File: src/rtl/svu_pkg.sv
package svu_pkg;

  localparam int unsigned NUM_CORES = 3;

  typedef enum logic {
    MODE_TRIPLE = 1'b0,
    MODE_DUAL   = 1'b1
  } svu_mode_e;

  typedef enum logic [1:0] {
    VERDICT_AGREE    = 2'd0,
    VERDICT_MASKED   = 2'd1,
    VERDICT_MISMATCH = 2'd2,
    VERDICT_SPLIT    = 2'd3
  } svu_verdict_e;

endpackage

File: src/rtl/svu_slot.sv
module svu_slot #(
  parameter int unsigned W = 68
) (
  input  logic         clk,
  input  logic         rst_n,
  input  logic         load,
  input  logic         clear,
  input  logic [W-1:0] din,
  output logic         full,
  output logic [W-1:0] dout
);

  always_ff @(posedge clk or negedge rst_n) begin
    if (!rst_n) begin
      full <= 1'b0;
      dout <= '0;
    end else if (clear) begin
      full <= 1'b0;
    end else if (load) begin
      full <= 1'b1;
      dout <= din;
    end
  end

endmodule

File: src/rtl/svu_vote.sv
module svu_vote
  import svu_pkg::*;
#(
  parameter int unsigned W = 68
) (
  input  logic [W-1:0]  in0,
  input  logic [W-1:0]  in1,
  input  logic [W-1:0]  in2,
  input  logic          dual,
  input  logic [1:0]    excluded,
  output svu_verdict_e  verdict,
  output logic [1:0]    culprit,
  output logic [W-1:0]  result
);

  logic eq01, eq02, eq12;
  logic [W-1:0] majority;

  assign eq01 = (in0 == in1);
  assign eq02 = (in0 == in2);
  assign eq12 = (in1 == in2);

  genvar b;
  generate
    for (b = 0; b < W; b++) begin : g_bit
      assign majority[b] = (in0[b] & in1[b]) | (in0[b] & in2[b]) | (in1[b] & in2[b]);
    end
  endgenerate

  always_comb begin
    verdict = VERDICT_AGREE;
    culprit = 2'd0;
    result  = majority;
    if (dual) begin
      unique case (excluded)
        2'd0: begin
          result  = in1;
          verdict = eq12 ? VERDICT_AGREE : VERDICT_MISMATCH;
        end
        2'd1: begin
          result  = in0;
          verdict = eq02 ? VERDICT_AGREE : VERDICT_MISMATCH;
        end
        default: begin
          result  = in0;
          verdict = eq01 ? VERDICT_AGREE : VERDICT_MISMATCH;
        end
      endcase
    end else if (eq01 && eq02) begin
      verdict = VERDICT_AGREE;
    end else if (eq01) begin
      verdict = VERDICT_MASKED;
      culprit = 2'd2;
    end else if (eq02) begin
      verdict = VERDICT_MASKED;
      culprit = 2'd1;
    end else if (eq12) begin
      verdict = VERDICT_MASKED;
      culprit = 2'd0;
    end else begin
      verdict = VERDICT_SPLIT;
    end
  end

endmodule

File: src/rtl/svu_ctrl.sv
module svu_ctrl
  import svu_pkg::*;
(
  input  logic         clk,
  input  logic         rst_n,
  input  logic         all_full,
  input  svu_verdict_e verdict,
  input  logic [1:0]   culprit,
  input  logic         commit_ready,
  input  logic         cfg_restore,
  output logic         commit_ok,
  output logic         resolve,
  output logic         mode_dual,
  output logic [1:0]   bad_core,
  output logic         masked_fault,
  output logic         fault_detected,
  output logic         uncorrectable
);

  svu_mode_e mode_q;
  logic      drop;

  assign commit_ok = all_full && (verdict == VERDICT_AGREE || verdict == VERDICT_MASKED);
  assign drop      = all_full && (verdict == VERDICT_MISMATCH || verdict == VERDICT_SPLIT);
  assign resolve   = (commit_ok && commit_ready) || drop;
  assign mode_dual = (mode_q == MODE_DUAL);

  always_ff @(posedge clk or negedge rst_n) begin
    if (!rst_n) begin
      mode_q         <= MODE_TRIPLE;
      bad_core       <= 2'd0;
      masked_fault   <= 1'b0;
      fault_detected <= 1'b0;
      uncorrectable  <= 1'b0;
    end else begin
      masked_fault   <= 1'b0;
      fault_detected <= 1'b0;
      uncorrectable  <= 1'b0;
      if (cfg_restore) begin
        mode_q   <= MODE_TRIPLE;
        bad_core <= 2'd0;
      end else if (resolve) begin
        unique case (verdict)
          VERDICT_MASKED: begin
            mode_q       <= MODE_DUAL;
            bad_core     <= culprit;
            masked_fault <= 1'b1;
          end
          VERDICT_MISMATCH: fault_detected <= 1'b1;
          VERDICT_SPLIT:    uncorrectable  <= 1'b1;
          default: ;
        endcase
      end
    end
  end

endmodule

File: src/rtl/store_vote_unit.sv
module store_vote_unit
  import svu_pkg::*;
#(
  parameter int unsigned ADDR_W = 32,
  parameter int unsigned DATA_W = 32
) (
  input  logic                          clk,
  input  logic                          rst_n,
  input  logic [NUM_CORES-1:0]          core_valid,
  output logic [NUM_CORES-1:0]          core_ready,
  input  logic [NUM_CORES*ADDR_W-1:0]   core_addr,
  input  logic [NUM_CORES*DATA_W-1:0]   core_data,
  input  logic [NUM_CORES*DATA_W/8-1:0] core_be,
  output logic                          commit_valid,
  input  logic                          commit_ready,
  output logic [ADDR_W-1:0]             commit_addr,
  output logic [DATA_W-1:0]             commit_data,
  output logic [DATA_W/8-1:0]           commit_be,
  input  logic                          cfg_restore,
  output logic                          mode_dual,
  output logic [1:0]                    bad_core,
  output logic                          masked_fault,
  output logic                          fault_detected,
  output logic                          uncorrectable
);

  localparam int unsigned BE_W = DATA_W / 8;
  localparam int unsigned ST_W = ADDR_W + DATA_W + BE_W;

  logic [NUM_CORES-1:0] active, full;
  logic [ST_W-1:0]      slot_q [NUM_CORES];
  logic                 all_full, commit_ok, resolve;
  svu_verdict_e         verdict;
  logic [1:0]           culprit;
  logic [ST_W-1:0]      result;

  genvar c;
  generate
    for (c = 0; c < NUM_CORES; c++) begin : g_core
      logic [ST_W-1:0] din;
      assign active[c]     = !(mode_dual && (bad_core == 2'(c)));
      assign core_ready[c] = !active[c] || !full[c];
      assign din = {core_addr[c*ADDR_W +: ADDR_W],
                    core_data[c*DATA_W +: DATA_W],
                    core_be[c*BE_W +: BE_W]};
      svu_slot #(.W(ST_W)) i_slot (
        .clk   (clk),
        .rst_n (rst_n),
        .load  (core_valid[c] && core_ready[c] && active[c]),
        .clear (resolve || cfg_restore || !active[c]),
        .din   (din),
        .full  (full[c]),
        .dout  (slot_q[c])
      );
    end
  endgenerate

  assign all_full = &(full | ~active);

  svu_vote #(.W(ST_W)) i_vote (
    .in0      (slot_q[0]),
    .in1      (slot_q[1]),
    .in2      (slot_q[2]),
    .dual     (mode_dual),
    .excluded (bad_core),
    .verdict  (verdict),
    .culprit  (culprit),
    .result   (result)
  );

  svu_ctrl i_ctrl (
    .clk            (clk),
    .rst_n          (rst_n),
    .all_full       (all_full),
    .verdict        (verdict),
    .culprit        (culprit),
    .commit_ready   (commit_ready),
    .cfg_restore    (cfg_restore),
    .commit_ok      (commit_ok),
    .resolve        (resolve),
    .mode_dual      (mode_dual),
    .bad_core       (bad_core),
    .masked_fault   (masked_fault),
    .fault_detected (fault_detected),
    .uncorrectable  (uncorrectable)
  );

  assign commit_valid = commit_ok;
  assign {commit_addr, commit_data, commit_be} = result;

endmodule

File: config.mk
export PLATFORM = sky130hd
export DESIGN_NAME = store_vote_unit
export DESIGN_NICKNAME = d
export VERILOG_FILES = /design/src/rtl/svu_pkg.sv /design/src/rtl/svu_slot.sv /design/src/rtl/svu_vote.sv /design/src/rtl/svu_ctrl.sv /design/src/rtl/store_vote_unit.sv
export SDC_FILE = /design/constraint.sdc
export NUM_CORES = 1
export LEC_CHECK = 0
export BUFFER_PORTS_ARGS = -buffer_cell sky130_fd_sc_hd__clkbuf_2
export CAP_MARGIN = 20
export CORE_ASPECT_RATIO = 0.7
export CORE_MARGIN = 2
export CORE_UTILIZATION = 55
export DETAILED_ROUTE_END_ITERATION = 7
export PLACE_DENSITY = 0.83
export SLEW_MARGIN = 20
export SYNTH_ARGS = -nofsm -noshare
export SYNTH_HDL_FRONTEND = slang
export SYNTH_HIERARCHICAL = 1
export SYNTH_SLANG_ARGS = --single-unit
File: constraint.sdc
create_clock -name clk -period 9 [get_ports clk]
set_clock_uncertainty 0.1 [all_clocks]
set_input_delay 2.25 -clock clk [delete_from_list [all_inputs] [get_ports clk]]
set_output_delay 2.25 -clock clk [all_outputs]
set_load 0.05 [all_outputs]
# Yosys cells after proc, flatten, opt, wreduce, memory -nomap -nowiden
# Cells that the tools add are included.
[classes]
n_eq_ne = 8
n_bitwise = 345
n_mux = 36
n_reduce_logical = 41
[ops]
columns = ["op", "count"]
rows = [
  ["bitwise AND 1 bit", 204],
  ["equality test 68 bit", 3],
  ["two-way mux 68 bit", 2],
  ["OR 1 bit", 136],
  ["two-way mux 2 bit", 14],
  ["two-way mux 1 bit", 19],
  ["logical AND 1 bit", 13],
  ["logical OR 1 bit", 10],
  ["nonzero test 2 bit", 5],
  ["AND reduction 2 bit", 4],
  ["equality test 2 bit (second input constant)", 3],
  ["logical NOT 1 bit", 6],
  ["equality test 2 x 1 -> 1 bit (second input constant)", 2],
  ["logical NOT 2 bit", 2],
  ["case mux 2 bit (2 select lines)", 1],
  ["inverter 1 bit", 3],
  ["inverter 3 bit", 1],
  ["OR 3 bit", 1],
  ["AND reduction 3 bit", 1],
]
[totals]
elab_cells = 441
inputBits = 211
register_bits = 213

# Logic depth before layout (Yosys ltp)
[logic_depth]
depth_word = 15
ltp_mapped = 15
mapped_depth_nobuf = 12

# Hierarchy
# The synthesis kept the hierarchy.
[by_module_without_submodules]
columns = ["module", "area_each_um2", "instances", "cells_per_inst", "seq_area_each_um2"]
rows = [
  ["svu_slot", 2661.3, 3, 148, 1726.7],
  ["svu_vote", 4589.4, 1, 590, 0.0],
  ["svu_ctrl", 262.8, 1, 22, 150.1],
  ["store_vote_unit", 115.1, 1, 20, 0.0],
]

# Worst setup path before layout
# No wires, ideal clock.
[synth_path]
path_type = "register to output"
startpoint = "register i_ctrl.bad_core[1]"
endpoint = "output commit_addr[10]"
n_path_buf = 3
t_arrival_ps = 2374
path_slack_ps = 4276
path_stages_with_launch = 7
path_cell_list = "dfrtp_1 or2_1 clkbuf_1 buf_2 buf_2 nand2_1 a31oi_1"
[synth_via]
elab_chain_len = 3
[synth_lines]
columns = ["element", "line", "text"]
rows = [
  ["from (decl)", "svu_ctrl.sv:14", "output logic [1:0] bad_core,"],
  ["from (signal assigned)", "svu_ctrl.sv:46", "bad_core <= culprit;"],
  ["logical NOT 2 bit", "svu_vote.sv:35", "unique case (excluded)"],
  ["two-way mux 68 bit", "svu_vote.sv:35", ""],
  ["two-way mux 68 bit", "svu_vote.sv:34", "if (dual) begin"],
  ["to (decl)", "store_vote_unit.sv:16", "output logic [ADDR_W-1:0] commit_addr,"],
]
# No other way between the ends.

# Worst setup path after layout
[layout_path]
startpoint = "register g_core[1].i_slot.dout[31]"
endpoint = "output commit_valid"
[layout_via]
elab_chain_len = 9
[layout_lines]
columns = ["element", "line", "text"]
rows = [
  ["from (decl)", "svu_slot.sv:10", "output logic [W-1:0] dout"],
  ["from (signal assigned)", "svu_slot.sv:21", "dout <= din;"],
  ["equality test 68 bit", "svu_vote.sv:21", "assign eq12 = (in1 == in2);"],
  ["two-way mux 2 bit", "svu_vote.sv:57", "end else if (eq12) begin"],
  ["two-way mux 2 bit", "svu_vote.sv:54", "end else if (eq02) begin"],
  ["two-way mux 2 bit", "svu_vote.sv:51", "end else if (eq01) begin"],
  ["two-way mux 2 bit", "svu_vote.sv:49", "end else if (eq01 && eq02) begin"],
  ["two-way mux 2 bit *", "svu_vote.sv:34", ""],
  ["net verdict[1]", "store_vote_unit.sv:33", "svu_verdict_e verdict;"],
  ["equality test 2 x 1 -> 1 bit or logical NOT 2 bit (tied branches)", "svu_ctrl.sv:23", "assign commit_ok = all_full && (verdict == VERDICT_AGREE || verdict == VERDICT_MASKED);"],
  ["logical OR 1 bit *", "svu_ctrl.sv:23", ""],
  ["logical AND 1 bit *", "svu_ctrl.sv:23", ""],
  ["to (decl)", "store_vote_unit.sv:14", "output logic commit_valid,"],
]
# The timed path passes the listed nets; every way through them passes the cells marked *.

==> metrics.log <==
[metrics] result of the run: completed
[metrics] wire length of the first global-routing pass: 56,260 um
[metrics] Final Total Pwr: 3.801 mW
[metrics] worst supply voltage drop on vdd: 0.0001528 V
[metrics] worst max-slew margin expressed relative to the limit: 22.95%
[metrics] Synthesized Nets: 1,491
[metrics] clock tree from TritonCTS: done
[metrics] number of detailed-routing iterations run before antenna repair: 5
[metrics] non-filler cells in the finished layout: 1,671
[metrics] CTS H-tree lvls: 1
[metrics] area taken by flip-flops and latches: 0.005334 mm2
[metrics] initial core utilization: 56.54%
[metrics] R2R depth: 13
[metrics] pin count of the biggest net entering global routing: 136
[metrics] number of vias per cell: 6.020
[metrics] synthesized instance count: 1,076
[metrics] endpoint required time on the critical path: 6.65 ns
[metrics] number of flops mapped to enable cells by yosys: 0
[metrics] final WL: 35,840 um
[metrics] number of distinct library cells after synthesis: 37
[metrics] number of antenna violations at the first check in global routing: 5
[metrics] Arrival @ worst endpoint: 3.86 ns
[metrics] hold buffers post-CTS: 0
[metrics] DPL Wire Length: 25,730 um
[metrics] number of placed instances, taps included: 1,629
[metrics] number of buffers inserted during clock tree synthesis: 23
[metrics] nature of the critical path startpoint: register
[metrics] vertical extent of the die: 132.4 um
[metrics] instance count along the most critical hold path: 1
[metrics] Iter 0 DRT Violations: 644
[metrics] post-synthesis cell area: 0.01295 mm2
[metrics] sum of overflow across all layers after global routing: 0
[metrics] clock insertion delay at the later pin of the skew report: 0.51 ns
[metrics] xor/xnor share of the synthesized area: 0%
[metrics] adder-cell share of the synthesized area: 19.71%
[metrics] leading cell types in the layout, fill and taps excluded: sky130_fd_sc_hd__clkbuf_2 (287), sky130_fd_sc_hd__dfrtp_1 (212), sky130_fd_sc_hd__ha_1 (204), sky130_fd_sc_hd__nand2_1 (147), sky130_fd_sc_hd__mux2_2 (144)
[metrics] Total Negative Setup Slacks: 0 ns
[metrics] total die area: 0.02481 mm2
[metrics] share of cells above drive strength 1: 40.63%
[metrics] Static Leakage: 7.367 nW
[metrics] final weighted congestion of routability-driven global placement: 0.8599
[metrics] count of unresolved DRC violations after routing: 0
[metrics] share of cell area taken by muxes after synthesis: 19.71%
[metrics] asr flop ratio synth: 100.0%
[metrics] Pwr per Cell Area: 248.6 mW/mm2
[metrics] sequential fraction of the synthesis area: 41.16%
[metrics] Syn Area/Cell: 12.04 um2
[metrics] filler cell count: 1,719
[metrics] crit share post-route: 69.01%
[metrics] setup repair after global routing missed its margin: no
[metrics] count of endpoints failing hold in the final timing report: 0
[metrics] clock period minus final worst setup slack: 6.211 ns
[metrics] peak fanout along the critical path: 5
[metrics] path class of the lowest-slack min-delay path: register to register
[metrics] Port Buf Inserts: 288
[metrics] post-layout worst setup margin: 2.789 ns
[metrics] commonest non-fill, non-tap cell in the layout: sky130_fd_sc_hd__clkbuf_2
[metrics] total number of placement rows: 46
[metrics] max-slew violation count: 0
[metrics] dpl ws: 3.482 ns
[metrics] average wire per cell in the routed design: 21.45 um
[metrics] flip-flop and latch count after synthesis: 213
[metrics] Compound-Gate Fraction of Synth Area: 3.449%
[metrics] net total in the final layout: 1,759
[metrics] global router's overall resource usage: 28.81%
[metrics] Top FF cell, synth: sky130_fd_sc_hd__dfrtp_1
[metrics] maximum clock path buffer count: 3
[metrics] DR vias: 10,060
[metrics] area inside the core boundary: 0.02291 mm2
[metrics] final antenna-violating net count: 0
[metrics] Root Buffer: sky130_fd_sc_hd__clkbuf_16
[metrics] count of yosys warnings during synthesis: 6
[metrics] number of I/O pins: 289
[metrics] Critical Path Sink Type: output pin
[metrics] clock input transition at the sequential cells of the worst setup and hold paths: 0.06 ns
[metrics] chip width: 187.4 um
[metrics] number of setup buffers added after CTS: 0
[metrics] area taken by multi-input logic gates: 0.007278 mm2
[metrics] total setup violations reported at the end of the flow: 0
[metrics] dominant combinational cell family by area after synthesis: adder cells
[metrics] Worst Tran Pin Value: 1.153 ns
[metrics] share of synthesized cell area in and, or, nand and nor gates: 13.27%
[metrics] layout-stage area growth over the synthesis result: 18.02%
[metrics] critical path class: register to output pin
[metrics] Max-cap violations: 0
[metrics] vias in the first global route: 10,470
[metrics] end-of-flow core utilization: 66.72%
[metrics] post-CTS sizing: 0
[metrics] fmax: 161.0 MHz
[metrics] number of sinks handled by clock tree synthesis: 213
critical path, cell delays in order (launching register included):
cell	delay [ns]
sky130_fd_sc_hd__dfrtp_1	0.41
sky130_fd_sc_hd__ha_1	0.30
sky130_fd_sc_hd__nor4_1	0.80
sky130_fd_sc_hd__nand4_1	0.24
sky130_fd_sc_hd__nor4_1	0.42
sky130_fd_sc_hd__nand4_1	0.18
sky130_fd_sc_hd__o2111ai_1	0.23
sky130_fd_sc_hd__nand3_1	0.23
sky130_fd_sc_hd__and2b_2	0.27
sky130_fd_sc_hd__clkbuf_2	0.26
per-stage QoR:
step / hold slack, ns / cell area [um2]
4_1_cts: 0.4461 / 15230
6_report: 0.4399 / 15280
2_1_floorplan: 0.4116 / 12950
3_5_place_dp: 0.4326 / 14520
5_1_grt: 0.4624 / 15280
3_3_place_gp: 0.4222 / 14520
logic make-up (layout without fill, tap and decap cells):
| group | Yosys count | count (layout) |
|---|---|---|
| simple gates | 324 | 324 |
| mux | 207 | 207 |
| other cells | 0 | 3 |
| flops | 213 | 213 |
| buf+inv | 57 | 337 |
| fa+ha+maj | 204 | 204 |
| compound gates | 71 | 71 |
state kept, by name, indices dropped and copies added, names as in the netlist:
signal                 flops
i_ctrl/masked_fault        1
i_ctrl/bad_core            2
g_core.i_slot/dout       204
i_ctrl/fault_detected      1
i_ctrl/mode_dual           1
g_core.i_slot/full         3
i_ctrl/uncorrectable       1
report_power, final:
part / total, mW / internal, mW / switching (mW)
Sequential: 1.38 / 1.16 / 0.225
Combinational: 1.51 / 0.593 / 0.916
Clock: 0.911 / 0.535 / 0.376
Total: 3.80 / 2.28 / 1.52
routing by layer:
metal	GRT usage, %	routed length, um
met1	36.98	14960
met3	7.719	2968
met4	8.399	1073
met2	48.12	16810
met5	0	28
synth_stat cells (2+ instances only):
| cell | number | area share, % |
|---|---|---|
| sky130_fd_sc_hd__buf_2 | 19 | 0.73 |
| sky130_fd_sc_hd__nor2b_4 | 3 | 0.32 |
| sky130_fd_sc_hd__nor4_1 | 116 | 5.6 |
| sky130_fd_sc_hd__and3b_1 | 3 | 0.20 |
| sky130_fd_sc_hd__mux2_2 | 144 | 13 |
| sky130_fd_sc_hd__mux2i_1 | 3 | 0.23 |
| sky130_fd_sc_hd__mux2_4 | 60 | 7.0 |
| sky130_fd_sc_hd__nand2b_1 | 5 | 0.24 |
| sky130_fd_sc_hd__nand2_1 | 147 | 4.3 |
| sky130_fd_sc_hd__and2b_2 | 2 | 0.14 |
| sky130_fd_sc_hd__buf_6 | 6 | 0.52 |
| sky130_fd_sc_hd__nand3_1 | 6 | 0.23 |
| sky130_fd_sc_hd__a31oi_1 | 68 | 3.3 |
| sky130_fd_sc_hd__buf_8 | 6 | 0.70 |
| sky130_fd_sc_hd__ha_1 | 204 | 20 |
| sky130_fd_sc_hd__nor3b_1 | 2 | 0.12 |
| sky130_fd_sc_hd__nor4_2 | 4 | 0.39 |
| sky130_fd_sc_hd__dfrtp_1 | 213 | 41 |
| sky130_fd_sc_hd__inv_1 | 2 | 0.058 |
| sky130_fd_sc_hd__clkbuf_1 | 23 | 0.67 |
| sky130_fd_sc_hd__nand4_1 | 12 | 0.58 |
| sky130_fd_sc_hd__nor2_1 | 13 | 0.38 |
cell type report:
cell class	instances	area share (%)
antenna	3	0.04912
tap	312	2.554
clock buffer	33	4.339
inverter	2	0.04912
multi-input combinational	806	47.62
timing repair buffer	298	10.20
clock inverter	4	0.2947
sequential	213	34.90
path summary, 6_finish.rpt:
path	start	end	slack, ns
worst max-delay path	g_core[1].i_slot/dout[31]	commit_valid	2.79
worst min-delay path	g_core[2].i_slot/dout[12]	g_core[2].i_slot/dout[12]	0.44
worst max register to register	g_core[1].i_slot/dout[31]	g_core[2].i_slot/dout[25]	3.32
worst min register to register	g_core[2].i_slot/dout[12]	g_core[2].i_slot/dout[12]	0.44
max in group asynchronous	rst_n	g_core[2].i_slot/dout[10]	6.00
min in group asynchronous	rst_n	g_core[0].i_slot/dout[59]	1.59
No activity file was read; power rests on OpenSTA's default activity.
